<file path="src/rtl/pci_pkg.sv">
package pci_pkg;

    typedef enum logic [1:0] {
        ACK_NONE  = 2'd0,
        ACK_READ  = 2'd1,
        ACK_WRITE = 2'd2
    } ack_kind_e;

    typedef struct packed {
        logic rise;
        logic fall;
    } scl_edge_t;

    // Read strobe wins if the slave ever raises both.
    function automatic ack_kind_e ack_kind(input logic rd, input logic wr);
        if (rd)      return ACK_READ;
        else if (wr) return ACK_WRITE;
        else         return ACK_NONE;
    endfunction

    // Reads release on the rising bus-clock edge, writes on the falling one.
    function automatic logic clear_due(input ack_kind_e k, input scl_edge_t e);
        case (k)
            ACK_READ:  return e.rise;
            ACK_WRITE: return e.fall;
            default:   return 1'b0;
        endcase
    endfunction

endpackage

</file>
<file path="src/rtl/pci_sync.sv">
module pci_sync #(
    parameter int WIDTH  = 8,
    parameter int STAGES = 2
) (
    input  logic             clk,
    input  logic             rst,
    input  logic [WIDTH-1:0] din,
    output logic [WIDTH-1:0] dout
);
    localparam logic [WIDTH-1:0] IDLE_LVL = '1;

    logic [WIDTH-1:0] stage_q [STAGES];

    for (genvar g = 0; g < STAGES; g++) begin : g_stage
        if (g == 0) begin : g_first
            always_ff @(posedge clk) begin
                if (rst) stage_q[g] <= IDLE_LVL;
                else     stage_q[g] <= din;
            end
        end else begin : g_next
            always_ff @(posedge clk) begin
                if (rst) stage_q[g] <= IDLE_LVL;
                else     stage_q[g] <= stage_q[g-1];
            end
        end
    end

    assign dout = stage_q[STAGES-1];
endmodule

</file>
<file path="src/rtl/pci_scl_track.sv">
module pci_scl_track
    import pci_pkg::*;
#(
    parameter logic SCL_IDLE = 1'b1
) (
    input  logic clk,
    input  logic rst,
    input  logic scl,
    input  logic ack_rd,
    input  logic ack_wr,
    output logic clear_now
);
    logic      scl_q;
    scl_edge_t edge_s;

    always_ff @(posedge clk) begin
        if (rst) scl_q <= SCL_IDLE;
        else     scl_q <= scl;
    end

    always_comb begin
        edge_s.rise = scl & ~scl_q;
        edge_s.fall = ~scl & scl_q;
        clear_now   = clear_due(ack_kind(ack_rd, ack_wr), edge_s);
    end
endmodule

</file>
<file path="src/rtl/pci_ref_cmp.sv">
module pci_ref_cmp #(
    parameter int WIDTH = 8
) (
    input  logic             clk,
    input  logic             rst,
    input  logic [WIDTH-1:0] pin_s,
    input  logic             clear_now,
    output logic [WIDTH-1:0] ref_q,
    output logic             irq_q
);
    localparam logic [WIDTH-1:0] REF_INIT = '1;

    logic [WIDTH-1:0] diff;

    assign diff = pin_s ^ ref_q;

    always_ff @(posedge clk) begin
        if (rst) begin
            ref_q <= REF_INIT;
            irq_q <= 1'b0;
        end else if (clear_now) begin
            ref_q <= pin_s;
            irq_q <= 1'b0;
        end else begin
            irq_q <= |diff;
        end
    end
endmodule

</file>
<file path="src/rtl/port_change_irq.sv">
module port_change_irq #(
    parameter int WIDTH       = 8,
    parameter int SYNC_STAGES = 2
) (
    input  logic             clk,
    input  logic             rst,
    input  logic [WIDTH-1:0] port_pins,
    input  logic             scl,
    input  logic             ack_rd,
    input  logic             ack_wr,
    output logic             int_pull_low
);
    logic [WIDTH-1:0] pin_sync;
    logic [WIDTH-1:0] ref_val;
    logic             clear_now;
    logic             irq_q;

    pci_sync #(.WIDTH(WIDTH), .STAGES(SYNC_STAGES)) u_sync (
        .clk  (clk),
        .rst  (rst),
        .din  (port_pins),
        .dout (pin_sync)
    );

    pci_scl_track #(.SCL_IDLE(1'b1)) u_scl (
        .clk       (clk),
        .rst       (rst),
        .scl       (scl),
        .ack_rd    (ack_rd),
        .ack_wr    (ack_wr),
        .clear_now (clear_now)
    );

    pci_ref_cmp #(.WIDTH(WIDTH)) u_cmp (
        .clk       (clk),
        .rst       (rst),
        .pin_s     (pin_sync),
        .clear_now (clear_now),
        .ref_q     (ref_val),
        .irq_q     (irq_q)
    );

    assign int_pull_low = irq_q;
endmodule

</file>
<file path="config.mk">
export PLATFORM = sky130hd
export DESIGN_NAME = port_change_irq
export DESIGN_NICKNAME = d
export VERILOG_FILES = /design/src/rtl/pci_pkg.sv /design/src/rtl/pci_sync.sv /design/src/rtl/pci_scl_track.sv /design/src/rtl/pci_ref_cmp.sv /design/src/rtl/port_change_irq.sv
export SDC_FILE = /design/constraint.sdc
export NUM_CORES = 1
export LEC_CHECK = 0
export BUFFER_PORTS_ARGS = -buffer_cell sky130_fd_sc_hd__buf_2
export CORE_UTILIZATION = 34
export CTS_CLUSTER_DIAMETER = 100
export DETAILED_ROUTE_END_ITERATION = 12
export REMOVE_ABC_BUFFERS = 1
export SETUP_SLACK_MARGIN = 0.05
export SYNTH_ARGS = -nofsm -noshare
export SYNTH_HDL_FRONTEND = slang
export SYNTH_HIERARCHICAL = 1
export SYNTH_SLANG_ARGS = --single-unit
</file>
<file path="constraint.sdc">
create_clock -name clk -period 1.75 [get_ports clk]
set_input_delay 0.4375 -clock clk [delete_from_list [all_inputs] [get_ports clk]]
set_output_delay 0.4375 -clock clk [all_outputs]
set_load 0.02 [all_outputs]
</file>
==> results by group, run 1 <==
Timing
  • Fmax: about 800 MHz
  • RSZ-0062 raised after global routing: no
  • WHS: approximately 0.28 ns
  • Fin Setup TNS: 0 ns
  • Slew margin rel.: 0.750
  • Final Hold Viols: 0
  • Max-slew violation count: 0
  • Fin Clk Skew: ~0.0076 ns
  • Period utilisation layout: 0.707
  • Fin crit period: 1.24 ns
  • Final setup viols: 0
  • Slew at the pin closest to its max-slew limit: between 0.3 and 0.4 ns

Power
  • Max VDD drop: a little over 0.6 mV
  • Pleak: 0.390 nW
  • Power density over the cells: just over 1000 nW/µm²

Routing
  • Drt first pass iters: 4
  • WL final: ~1100 µm
  • Final ANT Viol Nets: 0
  • Post-DR vias/cell: ~4.4
  • Via count: 527
  • Avg WL per Cell: ~9.4 µm
  • Initial DRC count: 3
  • DRC viols: 0

Placed design
  • Placer congestion estimate: 0.656
  • Port buffer count: 13
  • Post-DP Area: 980 µm²

Floorplan
  • Die height: approximately 53 µm
  • Die X: 53.3 µm
  • Die area: ~2800 µm²
  • CORE AREA: roughly 2500 µm²
  • Starting Density: 0.362
  • IO Count: 14
  • FP Rows: 18

Clock network
  • Postcts setup bufs: 0
  • Post-CTS Resized: 0
  • Clock transition at the registers of the reported paths: between 0.1 and 0.15 ns
  • CTS Buffer Depth: 2
  • Htree depth: 1
  • CTS Hold Buffers Added: 0
  • CTS tree: built
  • Root buf cell: clkbuf_4
  • Number of buffers created by CTS: 3
  • Clock Sinks: 26
  • Clk Latency, worst-skew pair: ~0.32 ns

Yosys
  • Cells after synthesis: between 70 and 80
  • Synth Cell Area: 896 µm²
  • FF+latch count, synth: 26
  • Avg Inst Size Synth: around 12 µm²
  • Synth cell types: 13
  • YS warnings: 6
  • Sequential element share of the synthesized area: 0.581

Worst setup path
  • Largest stage delay, worst path: roughly 0.35 ns
  • Worst Setup Start Kind: register
  • Crit Path Category: register to register
  • CP Data Arrival Time: about 1.5 ns
  • Crit-path max FO: 17
  • Slowest CP cell: dfxtp_1
  • Worst EP required: around 2 ns
  • Worst path cell trace: nand2_1 > o31ai_2 > buf_4 > nor2b_1 > a211o_2
  • Setup crit end kind: register

Layout
  • Fraction of layout cells with a size suffix above 1: 0.286
  • Fin nets: about 110
  • FF/Latch Area: around 520 µm²
  • Multi-input logic area: between 300 and 400 µm²
  • Fillers: around 250
  • Fin area: 1020 µm²
  • Commonest non-fill, non-tap cell in the layout: dfxtp_1
  • Area growth syn-to-layout: 13.4%
  • Commonest cells after routing, fill and taps aside: 26 x dfxtp_1, 17 x or2_1, 13 x buf_2, 8 x nor2b_1, 8 x xor2_1
  • N_diodes: 0

Status
  • Status: completed

GRT
  • Largest net degree at the start of global routing: 27
  • Total GRT Usage: 0.106
  • Grt ovf: 0
  • Antenna violations before repair: 0
  • Number of global-route vias before repair: about 490
  • First-pass GRT wire length: ~2000 µm

Worst hold path
  • Hold Crit Class: input pin to register

Run
  • # Max-Cap Violations: 0
[stage by stage]
| step | util | cells | power (mW) | setup WS (ns) |
|---|---|---|---|---|
| 6_report | 0.410 | 121 | 1.03 | 0.513 |
| 5_1_grt | 0.410 | 121 | 1.08 | 0.438 |
| 4_1_cts | 0.410 | 121 | 1.05 | 0.498 |
| 3_5_place_dp | 0.395 | 117 | 0.746 | 0.296 |
| 3_3_place_gp | 0.395 | 117 | 0.743 | 0.309 |
| 2_1_floorplan | - | 73 | 0.712 | 0.133 |
[cell usage after synthesis, drive strengths merged]
| library cell | number | area share |
|---|---|---|
| dfxtp | 26 | 0.58 |
| buf | 3 | 0.029 |
| a211o | 8 | 0.088 |
| nor4 | 2 | 0.014 |
| nand3b | 1 | 0.0084 |
| nand2 | 1 | 0.0042 |
| o31ai | 1 | 0.014 |
| or2 | 17 | 0.12 |
| a211oi | 1 | 0.0084 |
| xor2 | 8 | 0.078 |
| nor2b | 8 | 0.056 |
[cell families after synthesis]
group / count (synthesis) / share of synthesized area
buffers and inverters: 3 / 0.0293
AND/OR/NAND/NOR: 29 / 0.201
AO/OA/AOI/OAI: 10 / 0.110
XOR/XNOR: 8 / 0.0782
flip-flops: 26 / 0.581
[layer usage]
metal	vias up	part of all wire	GRT usage
met2	9	0.42	0.150
met5	-	0	0
met1	234	0.50	0.120
li1	280	-	-
met4	0	0.052	0.105
met3	4	0.027	0.0345
[flip-flops by register name, summed over array words and instances (netlist names)]
register	cells
u_cmp/irq_q	1
u_scl/scl_q	1
u_cmp/ref_q	8
u_sync/stage_q	16
[worst paths after layout]
check | from | depth (start not counted) | to | slack [ns]
max reg2reg | u_scl/scl_q | 5 | u_cmp/ref_q[5] | 0.51
min reg2reg | u_sync/stage_q[0][4] | 1 | u_sync/stage_q[1][4] | 0.42
min | port_pins[6] | 2 | u_sync/stage_q[0][6] | 0.28
max | u_scl/scl_q | 5 | u_cmp/ref_q[5] | 0.51
[report_power, final]
part           switching, mW  internal (mW)  total [mW]
Sequential            0.0147          0.626       0.640
Combinational         0.0400         0.0510      0.0910
Clock                  0.167          0.127       0.294
[worst max-delay path, delay by kind of cell (launching register included)]
family | cells | cell delay (ns)
AO/OA/AOI/OAI | 2 | 0.42
buffers and inverters | 1 | 0.24
flip-flops | 1 | 0.35
AND/OR/NAND/NOR | 2 | 0.12
[cell type report]
cell class | count | share of cell area
Multi-Input combinational cell | 47 | 0.344
Tap cell | 30 | 0.0369
Timing Repair Buffer | 14 | 0.0714
Clock buffer | 4 | 0.0357
Sequential cell | 26 | 0.512
No activity file was read; power rests on OpenSTA's default activity.
==> run 2, diff against run 1 <==
Clock period 1.75 ns to 1.29 ns, I/O delays scaled along.
==> results by group, run 2 (same netlist as run 1, synthesis figures left out) <==
GRT
  • Number of global-route vias before repair: around 470
  • Total GRT Usage: 0.0938
  • Largest net degree at the start of global routing: 27
  • Grt ovf: 0
  • First-pass GRT wire length: 1830 µm
  • Antenna violations before repair: 0

Worst setup path
  • Worst R2R Setup Slack: between 0.05 and 0.06 ns
  • Crit-path max FO: 8
  • Crit Path Category: register to register
  • Worst path cell trace: nand2_1 > o31ai_4 > buf_6 > nor2b_1 > a211o_2
  • Worst EP required: roughly 1.5 ns
  • Slowest CP cell: dfxtp_2
  • Worst Setup Start Kind: register
  • Largest stage delay, worst path: between 0.3 and 0.4 ns
  • Setup crit end kind: register
  • CP Data Arrival Time: around 1.5 ns

Status
  • Status: completed

Timing
  • Fmax: a little over 800 MHz
  • Final Hold Viols: 0
  • Slew margin rel.: 0.757
  • Final setup viols: 0
  • Slew at the pin closest to its max-slew limit: ~0.36 ns
  • Period utilisation layout: 0.958
  • Fin Clk Skew: approximately 0.0087 ns
  • RSZ-0062 raised after global routing: yes
  • WHS: approximately 0.16 ns
  • Fin crit period: 1.24 ns
  • Max-slew violation count: 0

Routing
  • Via count: 567
  • DRC viols: 0
  • Drt first pass iters: 2
  • Post-DR vias/cell: about 4.6
  • Final ANT Viol Nets: 0
  • Initial DRC count: 2
  • WL final: roughly 1200 µm
  • Avg WL per Cell: roughly 9.9 µm

Placed design
  • Placer congestion estimate: 0.661
  • Port buffer count: 13
  • Post-DP Area: approximately 980 µm²
  • Detailed Place HPWL: about 750 µm

Clock network
  • CTS tree: built
  • Htree depth: 1
  • Number of buffers created by CTS: 3
  • Clk Latency, worst-skew pair: 0.32 ns
  • Root buf cell: clkbuf_4
  • CTS Buffer Depth: 2
  • CTS Hold Buffers Added: 0
  • Clock Sinks: 26
  • Clock transition at the registers of the reported paths: ~0.14 ns

Layout
  • Area growth syn-to-layout: 20.1%
  • Fin area: between 1000 and 1500 µm²
  • N_diodes: 0
  • Biggest regs: u_sync/stage_q (16), u_cmp/ref_q (8)
  • Commonest non-fill, non-tap cell in the layout: dfxtp_1
  • Fin nets: about 110
  • Max reg flops: 16
  • Top reg by flops: u_sync/stage_q
  • Commonest cells after routing, fill and taps aside: 25 x dfxtp_1, 17 x or2_1, 13 x buf_2, 8 x nor2b_1, 8 x xor2_1
  • Fraction of layout cells with a size suffix above 1: 0.319

Floorplan
  • Die area: roughly 2800 µm²
  • CORE AREA: around 2500 µm²
  • Starting Density: 0.362
  • IO Count: 14
  • Die X: approximately 53 µm
  • FP Rows: 18
  • Die height: 53.3 µm

Power
  • Pleak: 0.416 nW
  • Max VDD drop: around 0.82 mV
  • Power density over the cells: ~1400 nW/µm²

Run
  • # Max-Cap Violations: 0

Worst hold path
  • Hold Crit Class: input pin to register
run 2: layer usage:
metal / wire (µm) / global-route usage
met3: 34 / 0.0259
met2: 612 / 0.158
met4: 41 / 0.0789
met5: 0 / 0
met1: 535 / 0.0939
run 2: path summary, 6_finish.rpt:
path                        start              endpoint  depth (start not counted)
max                   u_scl/scl_q        u_cmp/ref_q[1]                          5
min                  port_pins[0]  u_sync/stage_q[0][0]                          2
max reg2reg           u_scl/scl_q        u_cmp/ref_q[1]                          5
min reg2reg  u_sync/stage_q[0][0]  u_sync/stage_q[1][0]                          1
run 2: where the power goes:
group / internal (mW) / total (mW) / switching [mW] / leakage [nW]
clock: 0.314 / 0.543 / 0.229 / 0.0279
sequential: 0.849 / 0.868 / 0.0194 / 0.215
combinational: 0.0798 / 0.141 / 0.0616 / 0.173
total: 1.24 / 1.55 / 0.310 / 0.416
run 2: metrics by stage:
stage | power [mW] | setup slack, ns | setup TNS [ns] | utilization | std cells
6_report | 1.55 | 0.0539 | 0 | 0.434 | 124
2_1_floorplan | 0.966 | -0.212 | -1.66 | - | 73
3_5_place_dp | 1.01 | -0.0563 | -0.375 | 0.395 | 117
4_1_cts | 1.57 | 0.0502 | 0 | 0.418 | 121
3_3_place_gp | 1.01 | -0.0366 | -0.236 | 0.395 | 117
5_1_grt | 1.62 | -0.00444 | -0.0116 | 0.434 | 124
run 2: final cells by class:
class | count | area [µm²]
Multi-Input combinational cell | 47 | 358
Fill cell | 250 | 1400
Sequential cell | 26 | 522
Tap cell | 30 | 37.5
Timing Repair Buffer | 17 | 106
Clock inverter | 1 | 30.0
Clock buffer | 3 | 22.5
run 2: repair_timing:
| action | in CTS | in global routing |
|---|---|---|
| cloned | 0 | 1 |
| buffers inserted | 0 | 2 |
| resized for setup | 1 | 6 |
| setup endpoints to repair | 5 | 8 |
run 2: worst max-delay path, delay by kind of cell, from the launching register on:
family,cells,cell delay (ns)
AO/OA/AOI/OAI,2,0.49
buffers and inverters,1,0.17
flip-flops,1,0.35
AND/OR/NAND/NOR,2,0.13
